## src/rtl/gpb_pkg.sv

```systemverilog
package gpb_pkg;

    localparam int LINE_MAX  = 32;
    localparam int REG_IDX_W = 3;

    typedef enum logic [REG_IDX_W-1:0] {
        RG_ODRAIN   = 3'd0,
        RG_DATA     = 3'd1,
        RG_DIR      = 3'd2,
        RG_EDGECFG  = 3'd3,
        RG_BOTHEDGE = 3'd4,
        RG_MASK     = 3'd5,
        RG_LEVEL    = 3'd6,
        RG_STATUS   = 3'd7
    } reg_sel_e;

    typedef struct packed {
        logic [LINE_MAX-1:0] odrain;
        logic [LINE_MAX-1:0] data;
        logic [LINE_MAX-1:0] dir;
        logic [LINE_MAX-1:0] edgecfg;
        logic [LINE_MAX-1:0] bothedge;
        logic [LINE_MAX-1:0] mask;
        logic [LINE_MAX-1:0] level;
        logic [LINE_MAX-1:0] status;
    } bank_regs_t;

    typedef struct packed {
        logic                wr;
        reg_sel_e            sel;
        logic [LINE_MAX-1:0] wdata;
    } bank_req_t;

    function automatic logic [LINE_MAX-1:0] width_mask(input int unsigned w);
        logic [LINE_MAX-1:0] m;
        for (int i = 0; i < LINE_MAX; i++) m[i] = (i < w);
        return m;
    endfunction

    // Per-line event detection from the trigger configuration and two samples
    function automatic logic [LINE_MAX-1:0] detect_events(
        input logic [LINE_MAX-1:0] level,
        input logic [LINE_MAX-1:0] edgecfg,
        input logic [LINE_MAX-1:0] bothedge,
        input logic [LINE_MAX-1:0] cur,
        input logic [LINE_MAX-1:0] prev
    );
        logic [LINE_MAX-1:0] lvl_hit, rise, fall, one_edge, edge_hit;
        lvl_hit  = (edgecfg & cur) | (~edgecfg & ~cur);
        rise     = cur & ~prev;
        fall     = ~cur & prev;
        one_edge = (edgecfg & rise) | (~edgecfg & fall);
        edge_hit = (bothedge & (rise | fall)) | (~bothedge & one_edge);
        return (level & lvl_hit) | (~level & edge_hit);
    endfunction

endpackage

```

## src/rtl/gpb_sync.sv

```systemverilog
module gpb_sync #(
    parameter int W = 32
) (
    input  logic         clk,
    input  logic         rst,
    input  logic [W-1:0] d_async,
    output logic [W-1:0] q_sync
);
    logic [W-1:0] stage1;
    logic [W-1:0] stage2;

    always_ff @(posedge clk) begin
        if (rst) begin
            stage1 <= '0;
            stage2 <= '0;
        end else begin
            stage1 <= d_async;
            stage2 <= stage1;
        end
    end

    assign q_sync = stage2;
endmodule

```

## src/rtl/gpb_pad_drive.sv

```systemverilog
module gpb_pad_drive
    import gpb_pkg::*;
#(
    parameter int WIDTH = LINE_MAX
) (
    input  logic [LINE_MAX-1:0] dir,
    input  logic [LINE_MAX-1:0] odrain,
    input  logic [LINE_MAX-1:0] data,
    output logic [LINE_MAX-1:0] oe,
    output logic [LINE_MAX-1:0] out
);
    localparam logic [LINE_MAX-1:0] WMASK = width_mask(WIDTH);

    logic [LINE_MAX-1:0] is_out;
    logic [LINE_MAX-1:0] released;

    always_comb begin
        is_out   = ~dir & WMASK;
        // open-drain line with data 1 floats
        released = odrain & data;
        oe       = is_out & ~released;
        out      = is_out & data & ~odrain;
    end
endmodule

```

## src/rtl/gpb_bank.sv

```systemverilog
module gpb_bank
    import gpb_pkg::*;
#(
    parameter int WIDTH = LINE_MAX
) (
    input  logic                clk,
    input  logic                rst,
    input  bank_req_t           req,
    input  logic [LINE_MAX-1:0] pins_in,
    output logic [LINE_MAX-1:0] pins_out,
    output logic [LINE_MAX-1:0] pins_oe,
    output logic [LINE_MAX-1:0] rd_word,
    output logic [LINE_MAX-1:0] pending
);
    localparam logic [LINE_MAX-1:0] WMASK = width_mask(WIDTH);

    bank_regs_t          r;
    logic [LINE_MAX-1:0] cur_smp;
    logic [LINE_MAX-1:0] prev_smp;
    logic [LINE_MAX-1:0] hit;
    logic [LINE_MAX-1:0] clr;
    logic [LINE_MAX-1:0] wval;
    logic                stat_wr;

    gpb_sync #(.W(LINE_MAX)) u_sync (
        .clk     (clk),
        .rst     (rst),
        .d_async (pins_in),
        .q_sync  (cur_smp)
    );

    always_ff @(posedge clk) begin
        if (rst) prev_smp <= '0;
        else     prev_smp <= cur_smp;
    end

    always_comb begin
        hit     = detect_events(r.level, r.edgecfg, r.bothedge, cur_smp, prev_smp) & WMASK;
        wval    = req.wdata & WMASK;
        stat_wr = req.wr && (req.sel == RG_STATUS);
        clr     = stat_wr ? wval : '0;
    end

    always_ff @(posedge clk) begin
        if (rst) begin
            r.odrain   <= '0;
            r.data     <= '0;
            r.dir      <= WMASK;
            r.edgecfg  <= '0;
            r.bothedge <= '0;
            r.mask     <= '0;
            r.level    <= '0;
            r.status   <= '0;
        end else begin
            if (req.wr) begin
                case (req.sel)
                    RG_ODRAIN:   r.odrain   <= wval;
                    RG_DATA:     r.data     <= wval;
                    RG_DIR:      r.dir      <= wval;
                    RG_EDGECFG:  r.edgecfg  <= wval;
                    RG_BOTHEDGE: r.bothedge <= wval;
                    RG_MASK:     r.mask     <= wval;
                    RG_LEVEL:    r.level    <= wval;
                    default:     ;
                endcase
            end
            // a fresh event overrides a simultaneous clear
            r.status <= ((r.status & ~clr) | hit) & WMASK;
        end
    end

    always_comb begin
        case (req.sel)
            RG_ODRAIN:   rd_word = r.odrain;
            RG_DATA:     rd_word = ((r.dir & cur_smp) | (~r.dir & r.data)) & WMASK;
            RG_DIR:      rd_word = r.dir;
            RG_EDGECFG:  rd_word = r.edgecfg;
            RG_BOTHEDGE: rd_word = r.bothedge;
            RG_MASK:     rd_word = r.mask;
            RG_LEVEL:    rd_word = r.level;
            default:     rd_word = r.status;
        endcase
    end

    assign pending = r.status & r.mask;

    gpb_pad_drive #(.WIDTH(WIDTH)) u_pad (
        .dir    (r.dir),
        .odrain (r.odrain),
        .data   (r.data),
        .oe     (pins_oe),
        .out    (pins_out)
    );


    w1c_clear_chk: assert property (@(posedge clk) disable iff (rst)
        (stat_wr && ((wval & ~hit) != '0)) |=> ((r.status & $past(wval & ~hit)) == '0));


    status_rise_src_chk: assert property (@(posedge clk) disable iff (rst)
        1'b1 |=> ((r.status & ~$past(r.status) & ~$past(hit)) == '0));


    status_hold_chk: assert property (@(posedge clk) disable iff (rst)
        !stat_wr |=> (($past(r.status) & ~r.status) == '0));

endmodule

```

## src/rtl/gpb_top.sv

```systemverilog
module gpb_top
    import gpb_pkg::*;
#(
    parameter int NUM_BANKS = 2,
    parameter logic [NUM_BANKS*6-1:0] BANK_WIDTHS = {6'd20, 6'd32},
    parameter int BANK_IDX_W = (NUM_BANKS > 1) ? $clog2(NUM_BANKS) : 1
) (
    input  logic                          clk,
    input  logic                          rst,
    input  logic                          bus_sel,
    input  logic                          bus_wr,
    input  logic [BANK_IDX_W+REG_IDX_W-1:0] bus_addr,
    input  logic [LINE_MAX-1:0]           bus_wdata,
    output logic [LINE_MAX-1:0]           bus_rdata,
    input  logic [NUM_BANKS*LINE_MAX-1:0] pad_in,
    output logic [NUM_BANKS*LINE_MAX-1:0] pad_out,
    output logic [NUM_BANKS*LINE_MAX-1:0] pad_oe,
    output logic                          irq_out
);
    localparam int SLOTS = 1 << BANK_IDX_W;

    logic [BANK_IDX_W-1:0] bank_idx;
    reg_sel_e              reg_idx;
    logic [LINE_MAX-1:0]   rd_words [SLOTS];
    logic [NUM_BANKS-1:0]  bank_pend;

    assign bank_idx = bus_addr[BANK_IDX_W+REG_IDX_W-1:REG_IDX_W];
    assign reg_idx  = reg_sel_e'(bus_addr[REG_IDX_W-1:0]);

    for (genvar b = 0; b < SLOTS; b++) begin : g_bank
        if (b < NUM_BANKS) begin : g_real
            localparam int BW = int'(BANK_WIDTHS[b*6 +: 6]);
            bank_req_t           req;
            logic [LINE_MAX-1:0] pend;

            always_comb begin
                req.wr    = bus_sel && bus_wr && (bank_idx == BANK_IDX_W'(b));
                req.sel   = reg_idx;
                req.wdata = bus_wdata;
            end

            gpb_bank #(.WIDTH(BW)) u_bank (
                .clk      (clk),
                .rst      (rst),
                .req      (req),
                .pins_in  (pad_in[b*LINE_MAX +: LINE_MAX]),
                .pins_out (pad_out[b*LINE_MAX +: LINE_MAX]),
                .pins_oe  (pad_oe[b*LINE_MAX +: LINE_MAX]),
                .rd_word  (rd_words[b]),
                .pending  (pend)
            );

            assign bank_pend[b] = |pend;
        end else begin : g_hole
            assign rd_words[b] = '0;
        end
    end

    always_ff @(posedge clk) begin
        if (rst)                    bus_rdata <= '0;
        else if (bus_sel && !bus_wr) bus_rdata <= rd_words[bank_idx];
    end

    assign irq_out = |bank_pend;


    irq_fall_cause_chk: assert property (@(posedge clk) disable iff (rst)
        $fell(irq_out) |-> $past(bus_sel && bus_wr));


    rdata_hold_chk: assert property (@(posedge clk) disable iff (rst)
        !$past(bus_sel && !bus_wr) |-> $stable(bus_rdata));

endmodule

```

## config.mk

```make
export PLATFORM = sky130hd
export DESIGN_NAME = gpb_top
export DESIGN_NICKNAME = d
export VERILOG_FILES = /design/src/rtl/gpb_pkg.sv /design/src/rtl/gpb_sync.sv /design/src/rtl/gpb_pad_drive.sv /design/src/rtl/gpb_bank.sv /design/src/rtl/gpb_top.sv
export SDC_FILE = /design/constraint.sdc
export NUM_CORES = 1
export LEC_CHECK = 0
export ABC_AREA = 1
export BUFFER_PORTS_ARGS = -buffer_cell sky130_fd_sc_hd__clkbuf_2
export CAP_MARGIN = 40
export CELL_PAD_IN_SITES_DETAIL_PLACEMENT = 0
export CELL_PAD_IN_SITES_GLOBAL_PLACEMENT = 1
export CORE_MARGIN = 2
export CORE_UTILIZATION = 43
export CTS_CLUSTER_DIAMETER = 40
export DETAILED_ROUTE_END_ITERATION = 12
export MAX_ROUTING_LAYER = met4
export PLACE_DENSITY = 0.89
export RECOVER_POWER = 25
export SLEW_MARGIN = 40
export SYNTH_ARGS = -nofsm -noshare
export SYNTH_HDL_FRONTEND = slang
export SYNTH_HIERARCHICAL = 1
export SYNTH_SLANG_ARGS = --single-unit
```

## constraint.sdc

```tcl
create_clock -name clk -period 3.2 [get_ports clk]
set_clock_uncertainty 0.1 [all_clocks]
set_input_delay 0.64 -clock clk [delete_from_list [all_inputs] [get_ports clk]]
set_output_delay 0.64 -clock clk [all_outputs]
set_load 0.02 [all_outputs]
```

==> results.yml <==
detailed_routing:
  dr.first_iter.drc_count: 2445
  via_per_inst: 4.98
  post-route-drc-count: 0
  vias: 29000
  drtPass1Iterations: 5
  wl_per_cell_um: 17.0
  detail-route-antenna-nets: 0
  wl_mm: 99.4
die:
  rows: 97
  dieArea_um2: 72800
  num_io_pins: 265
  core_um2: 70000
  initial_core_util_pct: 43.4
  die_h_um: 270
  fp.dieW_um: 270
final_layout:
  final_common_cell: "nand2_1"
  final_cell_mix: "nand2_1 (1129), nor2_1 (666), inv_1 (626)"
  fin_area_um2: 36100
  final_nets: 5003
  area_delta_synth_final_pct: 18.7
  final_cells: 5828
  multiInputGateArea_um2: 14600
  drive_gt1_share_pct: 12.2
  nFillCells: 7040
  regArea_um2: 12100
run:
  drv_cap: 2
power_and_ir_drop:
  p_leak_nw: 15.7
  ir_drop_v: 0.000399
  finalPower_mw: 21.5
  power.density_nw_per_um2: 598
clocking:
  tritoncts: "yes"
  post-cts-setup-buffers: 0
  post_cts_resized: 0
  numCtsBuffers: 105
  ctsLongestPathBuffers: 3
  path_clk_slew_ns: 0.05
  htreeDepth: 3
  holdBufCountCts: 0
  root_buffer: "clkbuf_16"
  clk_latency_ns: 0.68
  clkSinkCount: 604
critical_path:
  cp-start-kind: "register"
  crit_family: "simple AND/OR/NAND/NOR gates"
  critical-path-max-stage-delay_ns: 0.33
  end_kind: "output port"
  critPathRequiredTime_ns: 2.46
  path_cells: "nand2_1 -> inv_1 -> nor2_1 -> nand2_1 -> nor2_1 -> nand2_1 -> nor2_1 -> nand2_1 -> clkbuf_2"
  critPathKind: "reg2out"
  crit_path_top_delay_cell: "dfxtp_1"
  critPathMostFrequentCell: "nand2_1"
  path_buf_inv: 2
  crit_arrival_ns: 2.26
  crit_fanout: 3
  worstSetupStartpoint: "g_bank[0].g_real.u_bank/r[22]"
  r2r_start: "g_bank[0].g_real.u_bank/r[173]"
global_routing:
  grt_max_degree: 130
  grt_pass1_vias: 26200
  grtUsageTotal_pct: 27.2
  antenna_found_initial: 6
  grt_overflow: 0
  grt_pass1_wl_mm: 152
place:
  dp.cells: 5627
  dp_slack_ns: 0.332
  place_area_um2: 32100
  routabilityCongestion: 0.925
  dp_hpwl_mm: 64.3
  placement.io_buffers: 228
min_path:
  worstHoldStart: "pad_in[28]"
  min_path_type: "in2reg"
timing:
  rsz0062_at_grt: "false"
  finalSetupViolCount: 0
  hold_violations: 0
  tns_ns: 0
  worstMarginPinSlew_ns: 1.67
  setup_ws_ns: 0.205
  period_share_pct: 93.6
  slew-limit-headroom_pct: -11.5
  min_period_ns: 3.00
  max_freq_mhz: 334
  slew_violations: 190
synthesis:
  syn_area_um2: 30400
  syn_inst: 4607
  syn_area_per_cell_um2: 6.59
  ys_warn_count: 6
status:
  outcome: "finished with violations"
  violations: "max-capacitance violations, max-slew violations"
per-stage QoR:
| stage | util [%] | hold slack (ns) |
|---|---|---|
| 3_3_place_gp | 45.9 | 0.292 |
| 2_1_floorplan | - | 0.288 |
| 5_1_grt | 51.5 | 0.0515 |
| 3_5_place_dp | 45.9 | 0.292 |
| 6_report | 51.5 | 0.0522 |
| 4_1_cts | 51.5 | 0.0365 |
path summary, 6_finish.rpt:
kind	endpoint	slack (ns)	cells after the start
worst max-delay path	irq_out	0.20	9
worst min register to register	g_bank[0].g_real.u_bank/u_sync/q_sync[11]	0.30	2
worst min-delay path	g_bank[0].g_real.u_bank/u_sync/stage1[28]	0.05	3
worst max register to register	bus_rdata[13]	1.64	7
worst reg2reg max path: cells and delay by family (launching register included):
kind / cells / cell delay (ns)
compound gates: 2 / 0.23
flops: 1 / 0.56
simple gates: 5 / 0.56
power breakdown:
group | internal (mW) | switching, mW
clock network | 8.11 | 4.17
registers | 7.72 | 0.172
logic | 0.379 | 0.991
total | 16.2 | 5.33
area by class of cell:
type	count	area share (%)
diodes	4	0.0278
clock buffers	127	8.05
clock inverters	69	2.86
inverters	644	6.72
multi-input cells	3136	40.4
flip-flops and latches	604	33.5
well taps	940	3.26
repair buffers	304	5.15
state kept, by name, indices dropped and copies added (netlist names):
| name | flops |
|---|---|
| g_bank.g_real.u_bank/u_sync/q_sync | 52 |
| g_bank.g_real.u_bank/r | 416 |
| g_bank.g_real.u_bank/u_sync/stage1 | 52 |
| bus_rdata | 32 |
| g_bank.g_real.u_bank/prev_smp | 52 |
layer usage:
metal	GRT usage, %	wire length [um]	up-vias
li1	-	-	14700
met1	36.3	44500	13200
met2	42.2	44600	965
met3	4.93	7800	161
met4	7.63	2460	0
met5	-	0	-
Power figures use the tool's default switching activity.
